$ cat config.mk
export PLATFORM = sky130hd
export DESIGN_NAME = uart_frame_xcvr
export DESIGN_NICKNAME = d
export VERILOG_FILES = /design/src/rtl/uart_xcvr_pkg.sv /design/src/rtl/uart_xcvr_tx.sv /design/src/rtl/uart_xcvr_rx.sv /design/src/rtl/uart_xcvr_rxbuf.sv /design/src/rtl/uart_frame_xcvr.sv
export SDC_FILE = /design/constraint.sdc
export NUM_CORES = 1
export LEC_CHECK = 0
export CORE_ASPECT_RATIO = 0.8
export CORE_UTILIZATION = 30
export CTS_BUF_LIST = sky130_fd_sc_hd__clkbuf_16
export DETAILED_ROUTE_END_ITERATION = 10
export PLACE_DENSITY = 0.54
export SLEW_MARGIN = 20
export SYNTH_ARGS = -nofsm -noshare
export SYNTH_HDL_FRONTEND = slang
export SYNTH_SLANG_ARGS = --single-unit
$ cat constraint.sdc
create_clock -name clk -period 2.5 [get_ports clk]
set_input_delay 0.5 -clock clk [delete_from_list [all_inputs] [get_ports clk]]
set_output_delay 0.5 -clock clk [all_outputs]
set_load 0.005 [all_outputs]
$ cat src/rtl/uart_xcvr_pkg.sv
package uart_xcvr_pkg;
  localparam int LEN_W    = 4;
  localparam int WORD_W   = 16;
  localparam int DFIELD_W = 9;
  localparam int PERR_POS = 14;
  localparam int FERR_POS = 15;
  localparam int MIN_LEN  = 5;

  typedef enum logic [2:0] {TX_IDLE, TX_START, TX_DATA, TX_PAR, TX_STOP} tx_state_e;
  typedef enum logic [2:0] {RX_IDLE, RX_START, RX_DATA, RX_PAR, RX_STOP, RX_WAITHI} rx_state_e;

  // last tick index of the stop phase: half, one (also code 10), two bits
  function automatic logic [4:0] tx_stop_limit(input logic [1:0] sel);
    case (sel)
      2'b00:   return 5'd7;
      2'b11:   return 5'd31;
      default: return 5'd15;
    endcase
  endfunction
endpackage

$ cat src/rtl/uart_xcvr_tx.sv
module uart_xcvr_tx
  import uart_xcvr_pkg::*;
#(
  parameter int DW = 8
) (
  input  logic             clk,
  input  logic             rst_n,
  input  logic             tick,
  input  logic             en,
  input  logic [LEN_W-1:0] len,
  input  logic             par_en,
  input  logic             par_odd,
  input  logic [1:0]       stop_sel,
  input  logic             in_valid,
  output logic             in_ready,
  input  logic [DW-1:0]    in_data,
  output logic             txd,
  output logic             idle
);
  tx_state_e        st_q;
  logic             hold_full;
  logic [DW-1:0]    hold_q, shift_q;
  logic [4:0]       tcnt_q, lim;
  logic [LEN_W-1:0] bidx_q;
  logic             par_q, line_q, load;

  function automatic logic calc_par(input logic [DW-1:0] d, input logic [LEN_W-1:0] n,
                                    input logic odd);
    logic p;
    p = odd;
    for (int i = 0; i < DW; i++) if (i < int'(n)) p ^= d[i];
    return p;
  endfunction

  assign in_ready = !hold_full;
  assign load     = en && (st_q == TX_IDLE) && hold_full;
  assign lim      = (st_q == TX_STOP) ? tx_stop_limit(stop_sel) : 5'd15;
  assign txd      = line_q;
  assign idle     = !hold_full && (st_q == TX_IDLE);

  always_ff @(posedge clk or negedge rst_n) begin
    if (!rst_n) begin
      st_q <= TX_IDLE; hold_full <= 1'b0; hold_q <= '0; shift_q <= '0;
      tcnt_q <= '0; bidx_q <= '0; par_q <= 1'b0; line_q <= 1'b1;
    end else begin
      if (in_valid && in_ready) begin
        hold_full <= 1'b1;
        hold_q    <= in_data;
      end else if (load) begin
        hold_full <= 1'b0;
      end
      case (st_q)
        TX_IDLE: begin
          line_q <= 1'b1;
          if (load) begin
            shift_q <= hold_q;
            par_q   <= calc_par(hold_q, len, par_odd);
            st_q    <= TX_START;
            tcnt_q  <= '0;
            line_q  <= 1'b0;
          end
        end
        default: if (tick) begin
          if (tcnt_q != lim) begin
            tcnt_q <= tcnt_q + 5'd1;
          end else begin
            tcnt_q <= '0;
            case (st_q)
              TX_START: begin
                st_q   <= TX_DATA;
                bidx_q <= '0;
                line_q <= shift_q[0];
              end
              TX_DATA: begin
                if (bidx_q == len - 4'd1) begin
                  if (par_en) begin st_q <= TX_PAR;  line_q <= par_q; end
                  else        begin st_q <= TX_STOP; line_q <= 1'b1;  end
                end else begin
                  bidx_q  <= bidx_q + 4'd1;
                  shift_q <= shift_q >> 1;
                  line_q  <= shift_q[1];
                end
              end
              TX_PAR:  begin st_q <= TX_STOP; line_q <= 1'b1; end
              default: begin st_q <= TX_IDLE; line_q <= 1'b1; end
            endcase
          end
        end
      endcase
    end
  end
endmodule

$ cat src/rtl/uart_xcvr_rx.sv
module uart_xcvr_rx
  import uart_xcvr_pkg::*;
#(
  parameter int DW = 8
) (
  input  logic              clk,
  input  logic              rst_n,
  input  logic              tick,
  input  logic              en,
  input  logic              line,
  input  logic [LEN_W-1:0]  len,
  input  logic              par_en,
  input  logic              par_odd,
  input  logic              stop_half,
  output logic              word_valid,
  output logic [WORD_W-1:0] word
);
  localparam int IW = $clog2(DW);

  rx_state_e            st_q;
  logic [3:0]           tcnt_q;
  logic [LEN_W-1:0]     bidx_q;
  logic [DW-1:0]        data_q;
  logic                 pbit_q;
  logic [3:0]           stop_lim;
  logic [DFIELD_W-1:0]  dfield;

  assign stop_lim = stop_half ? 4'd11 : 4'd15;

  always_comb begin
    dfield = '0;
    dfield[DW-1:0] = data_q;
  end

  always_ff @(posedge clk or negedge rst_n) begin
    if (!rst_n) begin
      st_q <= RX_IDLE; tcnt_q <= '0; bidx_q <= '0; data_q <= '0; pbit_q <= 1'b0;
      word_valid <= 1'b0; word <= '0;
    end else begin
      word_valid <= 1'b0;
      if (!en) begin
        st_q <= RX_IDLE;
      end else begin
        case (st_q)
          RX_IDLE: if (!line) begin st_q <= RX_START; tcnt_q <= '0; end
          RX_START: if (tick) begin
            if (tcnt_q != 4'd7) tcnt_q <= tcnt_q + 4'd1;
            else if (!line) begin
              st_q <= RX_DATA; tcnt_q <= '0; bidx_q <= '0; data_q <= '0;
            end else st_q <= RX_IDLE;
          end
          RX_DATA: if (tick) begin
            if (tcnt_q != 4'd15) tcnt_q <= tcnt_q + 4'd1;
            else begin
              tcnt_q <= '0;
              data_q[bidx_q[IW-1:0]] <= line;
              if (bidx_q == len - 4'd1) st_q <= par_en ? RX_PAR : RX_STOP;
              else bidx_q <= bidx_q + 4'd1;
            end
          end
          RX_PAR: if (tick) begin
            if (tcnt_q != 4'd15) tcnt_q <= tcnt_q + 4'd1;
            else begin tcnt_q <= '0; pbit_q <= line; st_q <= RX_STOP; end
          end
          RX_STOP: if (tick) begin
            if (tcnt_q != stop_lim) tcnt_q <= tcnt_q + 4'd1;
            else begin
              tcnt_q     <= '0;
              word_valid <= 1'b1;
              word       <= '0;
              word[DFIELD_W-1:0] <= dfield;
              word[FERR_POS]     <= !line;
              word[PERR_POS]     <= par_en && ((^data_q) ^ pbit_q ^ par_odd);
              st_q       <= RX_WAITHI;
            end
          end
          default: if (line) st_q <= RX_IDLE;
        endcase
      end
    end
  end
endmodule

$ cat src/rtl/uart_xcvr_rxbuf.sv
module uart_xcvr_rxbuf #(
  parameter int W     = 16,
  parameter int DEPTH = 2
) (
  input  logic         clk,
  input  logic         rst_n,
  input  logic         push,
  input  logic [W-1:0] din,
  input  logic         pop,
  output logic         valid,
  output logic [W-1:0] dout,
  output logic         overflow
);
  localparam int AW = (DEPTH > 1) ? $clog2(DEPTH) : 1;

  logic [W-1:0]  mem [DEPTH];
  logic [AW-1:0] rd_q, wr_q;
  logic [AW:0]   cnt_q;
  logic          full, do_pop, do_push;

  function automatic logic [AW-1:0] nxt(input logic [AW-1:0] p);
    return (p == AW'(DEPTH - 1)) ? '0 : p + 1'b1;
  endfunction

  assign full    = (cnt_q == (AW+1)'(DEPTH));
  assign valid   = (cnt_q != '0);
  assign dout    = mem[rd_q];
  assign do_pop  = pop && valid;
  assign do_push = push && (!full || do_pop);

  always_ff @(posedge clk) begin
    if (do_push) mem[wr_q] <= din;
  end

  always_ff @(posedge clk or negedge rst_n) begin
    if (!rst_n) begin
      rd_q <= '0; wr_q <= '0; cnt_q <= '0; overflow <= 1'b0;
    end else begin
      overflow <= push && !do_push;
      if (do_push) wr_q <= nxt(wr_q);
      if (do_pop)  rd_q <= nxt(rd_q);
      if (do_push && !do_pop)      cnt_q <= cnt_q + 1'b1;
      else if (do_pop && !do_push) cnt_q <= cnt_q - 1'b1;
    end
  end
endmodule

$ cat src/rtl/uart_frame_xcvr.sv
module uart_frame_xcvr
  import uart_xcvr_pkg::*;
#(
  parameter int DW          = 8,
  parameter int RX_DEPTH    = 2,
  parameter int SYNC_STAGES = 2
) (
  input  logic              clk,
  input  logic              rst_n,
  input  logic              baud_tick,
  input  logic [LEN_W-1:0]  cfg_len_code,
  input  logic [1:0]        cfg_parity,
  input  logic [1:0]        cfg_stop,
  input  logic              cmd_tx_en,
  input  logic              cmd_tx_dis,
  input  logic              cmd_rx_en,
  input  logic              cmd_rx_dis,
  input  logic              tx_valid,
  output logic              tx_ready,
  input  logic [DW-1:0]     tx_data,
  input  logic              rxd,
  output logic              rx_valid,
  input  logic              rx_ready,
  output logic [WORD_W-1:0] rx_word,
  output logic              txd,
  output logic              stat_tx_on,
  output logic              stat_tx_room,
  output logic              stat_tx_idle,
  output logic              stat_rx_avail,
  output logic              rx_overflow
);
  logic [LEN_W-1:0]       len_raw, len;
  logic                   par_en, par_odd;
  logic                   tx_on_q, rx_on_q;
  logic [SYNC_STAGES-1:0] sync_q;
  logic                   rx_push;
  logic [WORD_W-1:0]      rx_new;

  assign len_raw = cfg_len_code + 4'd3;
  assign len     = (len_raw < LEN_W'(MIN_LEN)) ? LEN_W'(MIN_LEN) :
                   (len_raw > LEN_W'(DW))      ? LEN_W'(DW) : len_raw;
  assign par_en  = cfg_parity[1];
  assign par_odd = cfg_parity[1] & cfg_parity[0];

  always_ff @(posedge clk or negedge rst_n) begin
    if (!rst_n) begin
      tx_on_q <= 1'b0;
      rx_on_q <= 1'b0;
      sync_q  <= '1;
    end else begin
      if (cmd_tx_dis)     tx_on_q <= 1'b0;
      else if (cmd_tx_en) tx_on_q <= 1'b1;
      if (cmd_rx_dis)     rx_on_q <= 1'b0;
      else if (cmd_rx_en) rx_on_q <= 1'b1;
      sync_q <= {sync_q[SYNC_STAGES-2:0], rxd};
    end
  end

  uart_xcvr_tx #(.DW(DW)) u_tx (
    .clk(clk), .rst_n(rst_n), .tick(baud_tick), .en(tx_on_q), .len(len),
    .par_en(par_en), .par_odd(par_odd), .stop_sel(cfg_stop),
    .in_valid(tx_valid), .in_ready(tx_ready), .in_data(tx_data),
    .txd(txd), .idle(stat_tx_idle)
  );

  uart_xcvr_rx #(.DW(DW)) u_rx (
    .clk(clk), .rst_n(rst_n), .tick(baud_tick), .en(rx_on_q),
    .line(sync_q[SYNC_STAGES-1]), .len(len), .par_en(par_en), .par_odd(par_odd),
    .stop_half(cfg_stop == 2'b00), .word_valid(rx_push), .word(rx_new)
  );

  uart_xcvr_rxbuf #(.W(WORD_W), .DEPTH(RX_DEPTH)) u_buf (
    .clk(clk), .rst_n(rst_n), .push(rx_push), .din(rx_new), .pop(rx_ready),
    .valid(rx_valid), .dout(rx_word), .overflow(rx_overflow)
  );

  assign stat_tx_on    = tx_on_q;
  assign stat_tx_room  = tx_ready;
  assign stat_rx_avail = rx_valid;
endmodule

==> impl_metrics.yaml <==
timing:
  final-hold-violation-count: 0
  timing.final.ws_setup_ns: -0.0470
  max_freq_ghz: 0.393
  finalMaxSlewViolations: 0
  period_share_pct: 102
  fin_crit_ns: 2.55
  setup_viol_count_final: 2
  finClkSkew_ns: 0.00336
  grt_setup_unrepaired: "true"
outcome:
  failed_checks: "negative setup slack"
  status: "finished, violations left"
cells_and_area:
  nets: 585
  drive_above_1_share_pct: 24.8
  fin_util_pct: 39.7
  num_antenna_cells: 0
  stdcell_count: 771
  final_cell_mix: "68 x dfrtp_1, 52 x nand2_1, 44 x buf_4"
  area_delta_synth_final_pct: 28.3
  fin_area_um2: 6310
  layout_commonest_cell: "dfrtp_1"
synth:
  synth.distinct_cells: 70
  synthCells: 470
  yosys_warnings: 0
  avgSynthCellArea_um2: 10.5
  synth_area_um2: 4910
  synthFlopType: "dfrtp_1"
  synth-edff-count: 20
  ys_seq_elements: 91
  synth-async-reset-ratio_pct: 78.0
  ys_seq_area_share_pct: 48.4
clock_tree:
  htree_levels: 3
  cts_buffer_depth: 2
  clk_latency_ns: 0.35
  cts-root-buf: "clkbuf_16"
  cts_tree: "built"
  hold_buffers: 0
  path_clk_slew_ns: 0.07
  cts.sinks: 91
  cts_buffers: 9
global_routing:
  grt_pass1_wl_um: 17600
  grt.overflow.total: 0
  grt_use_total_pct: 13.0
  grt_pass1_vias: 3655
  antenna_found_initial: 0
  grt_max_degree: 72
setup_path:
  worstSetupStartpoint: "cfg_len_code[1]"
  path_cells: "buf_4 > o21a_4 > xor2_4 > nor3_2 > o21ai_2 > ha_4 > xnor2_2 > nor3_1 > a31oi_1 > or3_4 > or4b_1 > nand3_1"
  ff2ff_setup_slack_ns: 0.21
  path_class: "in2reg"
  critPathCapture: "u_rx.st_q[2]"
  r2r_end: "u_tx.shift_q[6]"
  cp_slowest_stage_delay_ns: 0.50
  path_depth: 12
  r2r_start: "u_tx.st_q[0]"
  worst-path-max-fanout: 4
  cp.buffers_inverters: 1
  cp.required_ns: 2.78
  slowest_stage: "or4b_1"
  cp_top_family: "simple AND/OR/NAND/NOR gates"
  r2r_cells: 8
  critPathCaptureType: "flop"
  cp.arrival_ns: 2.83
  worstSetupStartpointType: "primary input"
place:
  dpl_cell_area_um2: 5850
  dp_hpwl_um: 7330
  io_buffers: 43
  dp.cells: 747
  gp_congestion: 0.795
run:
  cap_violations: 0
detailed_routing:
  ant_nets: 0
  drt-pass1-iter-count: 4
  routedWlPerCell_um: 13.3
  wl_um: 10200
  post-route-drc-count: 0
  vias: 3691
  vias_per_cell: 4.79
  drt_iter0_markers: 189
pwr:
  ir_worst_vdd_uv: 491
  power_density_nw_per_um2: 758
  p_total_mw: 4.78
  p_leak_nw: 2.71
floorplan:
  rows: 41
  die_area_um2: 16900
  die_h_um: 116
  fp.dieW_um: 145
  initial_core_util_pct: 30.9
  coreArea_um2: 15900
  io_pins: 50
worst_hold_path:
  hp-class: "in2async"
worst min path at each step:
stage | startpoint | end | slack, ns | cells after the start
floorplan | rst_n | rx_on_q | 0.20 | 0
global placement | sync_q[0] | sync_q[1] | 0.35 | 0
detailed placement | sync_q[0] | sync_q[1] | 0.35 | 0
CTS | rst_n | u_tx.hold_q[4] | 0.19 | 2
global route | rst_n | u_tx.hold_q[4] | 0.20 | 2
finish | rst_n | u_tx.hold_q[5] | 0.17 | 2
logic make-up after synthesis:
group	share of synthesized area (%)
adders and majority gates	2.04
other	0.0763
DFF	48.4
buffers and inverters	3.87
and+or+nand+nor	16.0
AOI/OAI and AO/OA	14.6
muxes	8.94
xor gates and xnor gates	6.01
per-layer routing:
layer	vias up	part of all wire, %	GRT usage, %
li1	1837	-	-
met1	1773	47	16.2
met2	71	48	22.5
met3	10	3.9	3.13
met4	0	1.0	3.79
met5	-	0	0
registers in the layout (all words and copies together), names as in the netlist, 2 cells and up:
register	flops
u_buf.mem	20
u_rx.word	10
u_rx.data_q	8
u_tx.hold_q	8
u_tx.shift_q	8
u_tx.tcnt_q	5
u_rx.bidx_q	4
u_rx.tcnt_q	4
u_tx.bidx_q	4
u_rx.st_q	3
u_tx.st_q	3
sync_q	2
u_buf.cnt_q	2
per-stage QoR:
step	setup TNS, ns	hold WS [ns]	setup WS, ns
2_1_floorplan	-3.76	0.204	-0.329
3_3_place_gp	-17.55	0.350	-0.852
3_5_place_dp	-18.62	0.351	-0.891
4_1_cts	-0.0261	0.190	-0.0261
5_1_grt	-0.934	0.201	-0.121
6_report	-0.0540	0.165	-0.0470
worst register-to-register path: stages (launching register included):
cell and delay (ns):
dfrtp_1 0.37, or3b_1 0.44, o311a_1 0.42, o2111ai_2 0.27, o21ai_1 0.10, nand2_2 0.11, a21oi_4 0.04, buf_12 0.14
mux2_4 0.29
synthesized netlist by cell type (6+ instances only):
master,n,share of area (%)
o31ai_1,10,1.5
ha_1,8,2.0
nand2_1,52,4.0
clkbuf_1,13,0.99
nor2_1,32,2.4
nand3_1,19,1.9
inv_1,14,1.1
and3_1,8,1.0
a21oi_1,10,1.0
o21ai_0,32,3.3
mux2_2,27,6.2
xnor2_1,25,4.5
dfrtp_1,68,35
nor3_1,10,1.0
mux2_4,7,2.1
buf_4,8,1.2
edfxtp_1,20,12
nor2b_1,6,0.76
power by group:
part | leakage [nW] | switching (mW) | total, mW | internal [mW]
registers | 1.15 | 0.226 | 1.98 | 1.75
logic | 1.42 | 0.682 | 1.41 | 0.727
clock network | 0.146 | 0.607 | 1.39 | 0.786
total | 2.71 | 1.52 | 4.78 | 3.26
layout make-up:
cell class / instances / area [um2]
timing repair buffer: 90 / 808
tap: 215 / 269
clock inverter: 7 / 77.6
fill: 1550 / 9600
sequential: 91 / 2380
clock buffer: 9 / 225
multi-input combinational: 344 / 2490
inverter: 15 / 58.8
timing repair:
item,CTS,global route
endpoints found under the hold margin,0,0
gates resized for setup,30,5
buffers inserted,5,3
cloned,0,0
setup endpoints to repair,24,18
pin swaps,12,7
(Power assumes the default switching activity.)
